<file path="config.mk">
export PLATFORM = sky130hd
export DESIGN_NAME = mux_burst_rd
export DESIGN_NICKNAME = d
export VERILOG_FILES = /design/src/rtl/mux_burst_rd_pkg.sv /design/src/rtl/mux_burst_sync.sv /design/src/rtl/mux_burst_cmd.sv /design/src/rtl/mux_burst_agen.sv /design/src/rtl/mux_burst_rd.sv
export SDC_FILE = /design/constraint.sdc
export NUM_CORES = 1
export LEC_CHECK = 0
export BUFFER_PORTS_ARGS = -buffer_cell sky130_fd_sc_hd__buf_2
export CAP_MARGIN = 20
export CORE_ASPECT_RATIO = 1.4
export CORE_UTILIZATION = 50
export DETAILED_ROUTE_END_ITERATION = 7
export PLACE_DENSITY = 0.73
export SETUP_SLACK_MARGIN = 0.5
export SYNTH_ARGS = -nofsm -noshare
export SYNTH_HDL_FRONTEND = slang
export SYNTH_SLANG_ARGS = --single-unit
</file>
<file path="constraint.sdc">
create_clock -name clk -period 3.2 [get_ports clk]
set_input_delay 0.16 -clock clk [delete_from_list [all_inputs] [get_ports clk]]
set_output_delay 0.16 -clock clk [all_outputs]
set_load 0.005 [all_outputs]
</file>
<file path="src/rtl/mux_burst_rd_pkg.sv">
package mux_burst_rd_pkg;
  typedef enum logic [1:0] {
    BL_INC  = 2'd0,
    BL_W8   = 2'd1,
    BL_W16  = 2'd2,
    BL_W32  = 2'd3
  } blen_e;

  localparam logic [7:0]  CFG_KEY = 8'hC5;
  localparam logic [15:0] PS_CMD  = 16'h00A5;
endpackage

</file>
<file path="src/rtl/mux_burst_sync.sv">
module mux_burst_sync #(
  parameter int unsigned W = 8,
  parameter logic [W-1:0] RST_VAL = '0
) (
  input  logic         clk,
  input  logic         rst_n,
  input  logic [W-1:0] d,
  output logic [W-1:0] q
);
  logic [W-1:0] meta;

  always_ff @(posedge clk or negedge rst_n) begin
    if (!rst_n) begin
      meta <= RST_VAL;
      q    <= RST_VAL;
    end else begin
      meta <= d;
      q    <= meta;
    end
  end
endmodule

</file>
<file path="src/rtl/mux_burst_cmd.sv">
module mux_burst_cmd
  import mux_burst_rd_pkg::*;
#(
  parameter int unsigned DW  = 16,
  parameter int unsigned WSW = 3
) (
  input  logic           clk,
  input  logic           rst_n,
  input  logic           hw_rst,
  input  logic           wr_en,
  input  logic [DW-1:0]  wr_data,
  output blen_e          blen,
  output logic [WSW-1:0] ws_code,
  output logic           ps_mode
);
  logic           cfg_hit, ps_hit;
  blen_e          blen_d;
  logic [WSW-1:0] ws_d;
  logic           ps_d;

  assign cfg_hit = wr_en && (wr_data[15:8] == CFG_KEY);
  assign ps_hit  = wr_en && (wr_data == PS_CMD);

  always_comb begin
    blen_d = blen;
    ws_d   = ws_code;
    ps_d   = ps_mode;
    if (hw_rst) begin
      blen_d = BL_INC;
      ws_d   = '1;
      ps_d   = 1'b0;
    end else begin
      if (cfg_hit) begin
        blen_d = blen_e'(wr_data[4:3]);
        ws_d   = wr_data[WSW-1:0];
      end
      if (ps_hit) ps_d = 1'b1;
    end
  end

  always_ff @(posedge clk or negedge rst_n) begin
    if (!rst_n) begin
      blen    <= BL_INC;
      ws_code <= '1;
      ps_mode <= 1'b0;
    end else begin
      blen    <= blen_d;
      ws_code <= ws_d;
      ps_mode <= ps_d;
    end
  end

  a_r11_ps_sticky: assert property (@(posedge clk) disable iff (!rst_n)
    (ps_mode && !hw_rst) |=> ps_mode);
  a_r4_cfg_default: assert property (@(posedge clk) disable iff (!rst_n)
    hw_rst |=> (blen == BL_INC) && (ws_code == '1));
endmodule

</file>
<file path="src/rtl/mux_burst_agen.sv">
module mux_burst_agen
  import mux_burst_rd_pkg::*;
#(
  parameter int unsigned AW = 22
) (
  input  logic          clk,
  input  logic          rst_n,
  input  logic          clr,
  input  logic          load,
  input  logic          step,
  input  logic [AW-1:0] start,
  input  blen_e         blen,
  output logic [AW-1:0] addr
);
  logic [AW-1:0] wmask, inc, addr_d;

  always_comb begin
    case (blen)
      BL_W8:   wmask = AW'(7);
      BL_W16:  wmask = AW'(15);
      BL_W32:  wmask = AW'(31);
      default: wmask = '1;
    endcase
  end

  assign inc = addr + AW'(1);

  always_comb begin
    addr_d = addr;
    if (clr)       addr_d = '0;
    else if (load) addr_d = start;
    else if (step) addr_d = (addr & ~wmask) | (inc & wmask);
  end

  always_ff @(posedge clk or negedge rst_n) begin
    if (!rst_n) addr <= '0;
    else        addr <= addr_d;
  end

  a_r6_inc_step: assert property (@(posedge clk) disable iff (!rst_n)
    (step && !clr && !load && blen == BL_INC) |=> addr == $past(addr) + AW'(1));
  a_r7_window_fixed: assert property (@(posedge clk) disable iff (!rst_n)
    (step && !clr && !load && blen != BL_INC) |=> (addr[AW-1:5] == $past(addr[AW-1:5])));
endmodule

</file>
<file path="src/rtl/mux_burst_rd.sv">
module mux_burst_rd
  import mux_burst_rd_pkg::*;
#(
  parameter int unsigned AW  = 22,
  parameter int unsigned DW  = 16,
  parameter int unsigned WSW = 3
) (
  input  logic             clk,
  input  logic             rst_n,
  input  logic             hw_reset_n,
  input  logic             cs_n,
  input  logic             rd_en_n,
  input  logic             wr_n,
  input  logic             astb_n,
  input  logic             burst_clk,
  input  logic [AW-DW-1:0] a_hi,
  input  logic [DW-1:0]    adq_i,
  output logic [DW-1:0]    adq_o,
  output logic             adq_oe,
  output logic             rdy,
  output logic             ps_mode,
  output logic [AW-1:0]    mem_addr,
  input  logic [DW-1:0]    mem_rdata
);
  localparam int unsigned HIW = AW - DW;
  localparam int unsigned SW  = 6 + AW;
  localparam int unsigned CW  = WSW + 1;
  localparam logic [SW-1:0] SYNC_RST = {6'b111110, {AW{1'b0}}};

  logic [SW-1:0] s_vec;
  logic s_rst, s_cs, s_oe, s_we, s_astb, s_bclk;
  logic [HIW-1:0] s_hi;
  logic [DW-1:0]  s_bus;

  mux_burst_sync #(.W(SW), .RST_VAL(SYNC_RST)) u_sync (
    .clk(clk), .rst_n(rst_n),
    .d({hw_reset_n, cs_n, rd_en_n, wr_n, astb_n, burst_clk, a_hi, adq_i}),
    .q(s_vec)
  );
  assign {s_rst, s_cs, s_oe, s_we, s_astb, s_bclk, s_hi, s_bus} = s_vec;

  logic p_bclk, p_astb, p_we;
  logic bclk_re, astb_re, we_re, hw_rst;
  assign bclk_re = s_bclk & ~p_bclk;
  assign astb_re = s_astb & ~p_astb;
  assign we_re   = s_we & ~p_we;
  assign hw_rst  = ~s_rst;

  // Sequencer state
  logic          burst_mode, bact, bvld, avld, apend, cmd_pend;
  logic [CW-1:0] wcnt;
  logic [AW-1:0] async_addr;
  logic          burst_mode_d, bact_d, bvld_d, avld_d, apend_d, cmd_pend_d;
  logic [CW-1:0] wcnt_d;
  logic [AW-1:0] async_addr_d;

  blen_e          blen;
  logic [WSW-1:0] ws_code;
  logic           load, step, wr_cmd;
  logic [AW-1:0]  gen_addr;

  assign load   = bclk_re & ~s_astb & ~s_cs & ~hw_rst;
  assign step   = bclk_re & s_astb & ~s_cs & bact & bvld & ~hw_rst;
  assign wr_cmd = we_re & ~s_cs & cmd_pend & ~hw_rst;

  mux_burst_cmd #(.DW(DW), .WSW(WSW)) u_cmd (
    .clk(clk), .rst_n(rst_n), .hw_rst(hw_rst),
    .wr_en(wr_cmd), .wr_data(s_bus),
    .blen(blen), .ws_code(ws_code), .ps_mode(ps_mode)
  );

  mux_burst_agen #(.AW(AW)) u_agen (
    .clk(clk), .rst_n(rst_n), .clr(hw_rst),
    .load(load), .step(step), .start({s_hi, s_bus}),
    .blen(blen), .addr(gen_addr)
  );

  always_comb begin
    burst_mode_d = burst_mode;
    bact_d       = bact;
    bvld_d       = bvld;
    wcnt_d       = wcnt;
    avld_d       = avld;
    apend_d      = 1'b0;
    cmd_pend_d   = cmd_pend;
    async_addr_d = async_addr;
    if (hw_rst) begin
      burst_mode_d = 1'b0;
      bact_d       = 1'b0;
      bvld_d       = 1'b0;
      wcnt_d       = '0;
      avld_d       = 1'b0;
      cmd_pend_d   = 1'b0;
    end else begin
      if (load) begin
        burst_mode_d = 1'b1;
        bact_d       = 1'b1;
        bvld_d       = 1'b0;
        avld_d       = 1'b0;
        wcnt_d       = {1'b0, ws_code} + CW'(2);
      end else if (s_cs) begin
        bact_d = 1'b0;
        bvld_d = 1'b0;
        wcnt_d = '0;
      end else if (bclk_re && bact && !bvld) begin
        if (wcnt <= CW'(1)) begin
          bvld_d = 1'b1;
          wcnt_d = '0;
        end else begin
          wcnt_d = wcnt - CW'(1);
        end
      end
      if (astb_re && !s_cs && s_we && !burst_mode) begin
        async_addr_d = {s_hi, s_bus};
        avld_d       = 1'b0;
        apend_d      = 1'b1;
      end else if (apend) begin
        avld_d = 1'b1;
      end
      if (astb_re && !s_cs && !s_we) cmd_pend_d = 1'b1;
      else if (wr_cmd)               cmd_pend_d = 1'b0;
    end
  end

  always_ff @(posedge clk or negedge rst_n) begin
    if (!rst_n) begin
      p_bclk     <= 1'b0;
      p_astb     <= 1'b1;
      p_we       <= 1'b1;
      burst_mode <= 1'b0;
      bact       <= 1'b0;
      bvld       <= 1'b0;
      wcnt       <= '0;
      avld       <= 1'b0;
      apend      <= 1'b0;
      cmd_pend   <= 1'b0;
      async_addr <= '0;
    end else begin
      p_bclk     <= s_bclk;
      p_astb     <= s_astb;
      p_we       <= s_we;
      burst_mode <= burst_mode_d;
      bact       <= bact_d;
      bvld       <= bvld_d;
      wcnt       <= wcnt_d;
      avld       <= avld_d;
      apend      <= apend_d;
      cmd_pend   <= cmd_pend_d;
      async_addr <= async_addr_d;
    end
  end

  logic data_ok;
  assign data_ok  = burst_mode ? bvld : avld;
  assign rdy      = ~s_cs & data_ok;
  assign adq_oe   = rdy & ~s_oe;
  assign adq_o    = adq_oe ? mem_rdata : '0;
  assign mem_addr = burst_mode ? gen_addr : async_addr;

  a_r5_wait_no_data: assert property (@(posedge clk) disable iff (!rst_n)
    (bclk_re && bact && !bvld && wcnt > CW'(1) && !s_cs && s_astb && !hw_rst) |=> !bvld);
  a_r9_reload: assert property (@(posedge clk) disable iff (!rst_n)
    load |=> (bact && !bvld && wcnt == {1'b0, $past(ws_code)} + CW'(2)));
  a_r8_cs_end: assert property (@(posedge clk) disable iff (!rst_n)
    (s_cs && !hw_rst) |=> (!bact && !bvld));
  a_r10_hw_rst: assert property (@(posedge clk) disable iff (!rst_n)
    hw_rst |=> (!burst_mode && !rdy));
endmodule

</file>
==> run_results.csv <==
group,metric,value,unit
synth,async_flop_share,100,%
global_routing,grt_usage,22.5,%
synth,syn-instance-count,391,
critical_path,endpoint_kind,"output port",
global_routing,grt_pass1_vias,3501,
sta,skew,0.0102,ns
cells_and_area,fillers,676,
cells_and_area,fin_nets,564,
synth,yosysWarnings,0,
place,gp_congestion,0.836,
synth,ys_seq_elements,119,
die,die_w,85.9,um
power_and_ir_drop,vdd_ir_drop_max,0.000593,V
critical_path,cp-start-kind,"flop",
synth,synth_edf_count,0,
routing,wl_per_cell,15.8,um
routing,drc,0,
synth,netlist_area,4920,um^2
routing,ant_nets,0,
synth,synth_top_area_cell,"dfrtp_1",
synth,synth.avg_cell_area,12.6,um^2
synth,netlist-cell-type-count,48,
power_and_ir_drop,leakage,0.00292,uW
clocking,cts_buffers,17,
critical_path,cp.arrival,1.98,ns
synth,synth_top_area_share,52.9,%
global_routing,grt_max_degree,56,
critical_path,critPathKind,"reg -> out",
clocking,cts_tree,"yes",
die,core_area,9510,um^2
synth,ys_top_cells_by_count,"104 x dfrtp_1, 24 x a21oi_1, 22 x mux2_1, 22 x mux2_2, 21 x o21ai_0",
sta,worstMarginPinSlew,0.828,ns
die,start_util,51.7,%
cells_and_area,area_delta_synth_final,28.7,%
flow_run,cap_violations,0,
sta,fmax,0.467,GHz
critical_path,crit_path_max_fanout,17,
sta,fin_crit_sh,67.0,%
routing,drt-total-wl,10400,um
global_routing,antenna_found_initial,0,
global_routing,grt-ovfl-total,0,
routing,viasPerCell,5.21,
cells_and_area,diodes,0,
sta,slew_violations,0,
synth,synth.area.top_cells,"dfrtp_1 53%, dfstp_2 8.0%, mux2_1 5.0%, mux2_2 5.0%, xor2_1 2.8%",
clocking,post_cts_resized,0,
power_and_ir_drop,powerDensity,617,nW/um^2
die,die_area,10300,um^2
critical_path,worstPathRequired,3.04,ns
clocking,cts_sinks,119,
synth,synth_fp_nets,443,
clocking,htreeDepth,4,
sta,timing.final.ws_setup,1.06,ns
place,portBuffers,86,
cells_and_area,drive_gt1_share,31.0,%
clocking,clk_latency,0.41,ns
routing,vias,3425,
sta,slew_headroom,44.8,%
sta,hold_viol_final,0,
die,die_height,119,um
sta,finalSetupTns,0,ns
routing,firstDrtPassIters,6,
run_status,status,"completed",
sta,grt_setup_unrepaired,"false",
synth,yosysSeqAreaShare,60.9,%
sta,fin_crit,2.14,ns
clocking,clockBufferDepth,2,
sta,setup_viol,0,
min_path,hold_class,"in -> async",
routing,drt_iter0_drc,266,
place,dp_hpwl,6730,um
synth,yosysMostFrequentCell,"dfrtp_1",
die,row_count,42,
global_routing,grt_pass1_wl,17000,um
clocking,root_buffer,"clkbuf_16",
synth,synth-main-ff-cell,"dfrtp_1",
clocking,clkTransAtPathRegs,0.05,ns
place,place_ws,1.11,ns
die,io_pins,87,
-- worst max-delay path, cell delays in order, from the launching register on --
cell and delay (ns):
dfrtp_1 0.70, mux2i_1 0.33, nor3_1 0.07, buf_4 0.17
and2_1 0.17, buf_2 0.12
-- cell type report --
class | instances | area (um^2) | area share (%)
Tap cell | 132 | 165 | 2.61
Multi-Input combinational cell | 246 | 1810 | 28.6
Inverter | 9 | 33.8 | 0.533
Timing Repair Buffer | 119 | 753 | 11.9
Clock buffer | 22 | 444 | 7.01
Clock inverter | 10 | 130 | 2.05
Sequential cell | 119 | 3000 | 47.3
-- power by group --
part           internal, uW  switching (uW)  total (uW)
Combinational           202             150         352
Clock                  1210             628        1840
Sequential             1630            83.7        1720
Total                  3050             862        3910
-- per-layer routing --
| metal | track usage (%) | share of wire (%) | up-vias |
|---|---|---|---|
| met1 | 26.9 | 41 | 1657 |
| met3 | 5.20 | 4.5 | 26 |
| li1 | - | - | 1625 |
| met5 | 0 | 0 | - |
| met2 | 37.4 | 51 | 117 |
| met4 | 12.2 | 2.9 | 0 |
-- stage by stage --
stage	cells	area [um^2]	hold WS (ns)	total power, uW	util, %
final	657	6340	0.332	3910	66.6
after global routing	657	6340	0.353	4070	66.6
after CTS	657	6340	0.346	3950	66.6
after detailed placement	596	5470	0.240	2070	57.5
after global placement	596	5470	0.230	2050	57.5
after floorplan	391	4920	-0.136	1890	-
-- cell families (layout without fill, tap and decap cells) --
| group | count (synthesis) | count (layout) | synth area share (%) |
|---|---|---|---|
| XOR/XNOR | 22 | 22 | 3.91 |
| flip-flops | 119 | 119 | 60.9 |
| multiplexers | 50 | 50 | 11.3 |
| AND/OR/NAND/NOR | 111 | 111 | 13.7 |
| AO/OA/AOI/OAI | 57 | 57 | 6.33 |
| adder cells (fa/ha/maj) | 6 | 6 | 1.53 |
| buffers and inverters | 26 | 160 | 2.34 |
-- state kept, by name, summed over array words and instances (netlist names), 2 cells and up --
| name | count |
|---|---|
| u_sync.meta | 28 |
| u_sync.q | 28 |
| async_addr | 22 |
| u_agen.addr | 22 |
| wcnt | 4 |
| u_cmd.ws_code | 3 |
| u_cmd.blen | 2 |
-- path summary, 6_finish.rpt --
| check | cells past startpoint | to | startpoint | slack (ns) |
|---|---|---|---|---|
| worst min register to register | 0 | u_sync.q[1] | u_sync.meta[1] | 0.35 |
| worst max register to register | 3 | async_addr[20] | burst_mode | 1.13 |
| worst max-delay path | 5 | adq_o[7] | burst_mode | 1.06 |
| min in group clk | 0 | u_sync.q[1] | u_sync.meta[1] | 0.35 |
| max in group asynchronous | 3 | u_sync.meta[26] | rst_n | 1.96 |
| worst min-delay path | 2 | u_sync.meta[15] | rst_n | 0.33 |
-- cell usage in the layout (no fill, tap or decap), types with 6 or more instances in the layout --
cell / count
nand3_1: 14
nor2_1: 20
nand4_1: 12
nor3_1: 8
buf_2: 85
dfrtp_1: 104
dfstp_2: 15
and2_1: 16
clkbuf_16: 17
dlygate4sd3_1: 29
o21ai_0: 21
mux2_2: 22
xnor2_1: 6
mux2_1: 22
ha_1: 6
mux2i_1: 6
a21oi_1: 24
nand2_1: 11
inv_1: 7
xor2_1: 16
-- timing repair --
action / in CTS / in global routing
endpoints found under the hold margin: 72 / 0
buffers inserted: 0 / 0
hold buffers: 29 / 0
Power figures use the tool's default switching activity.
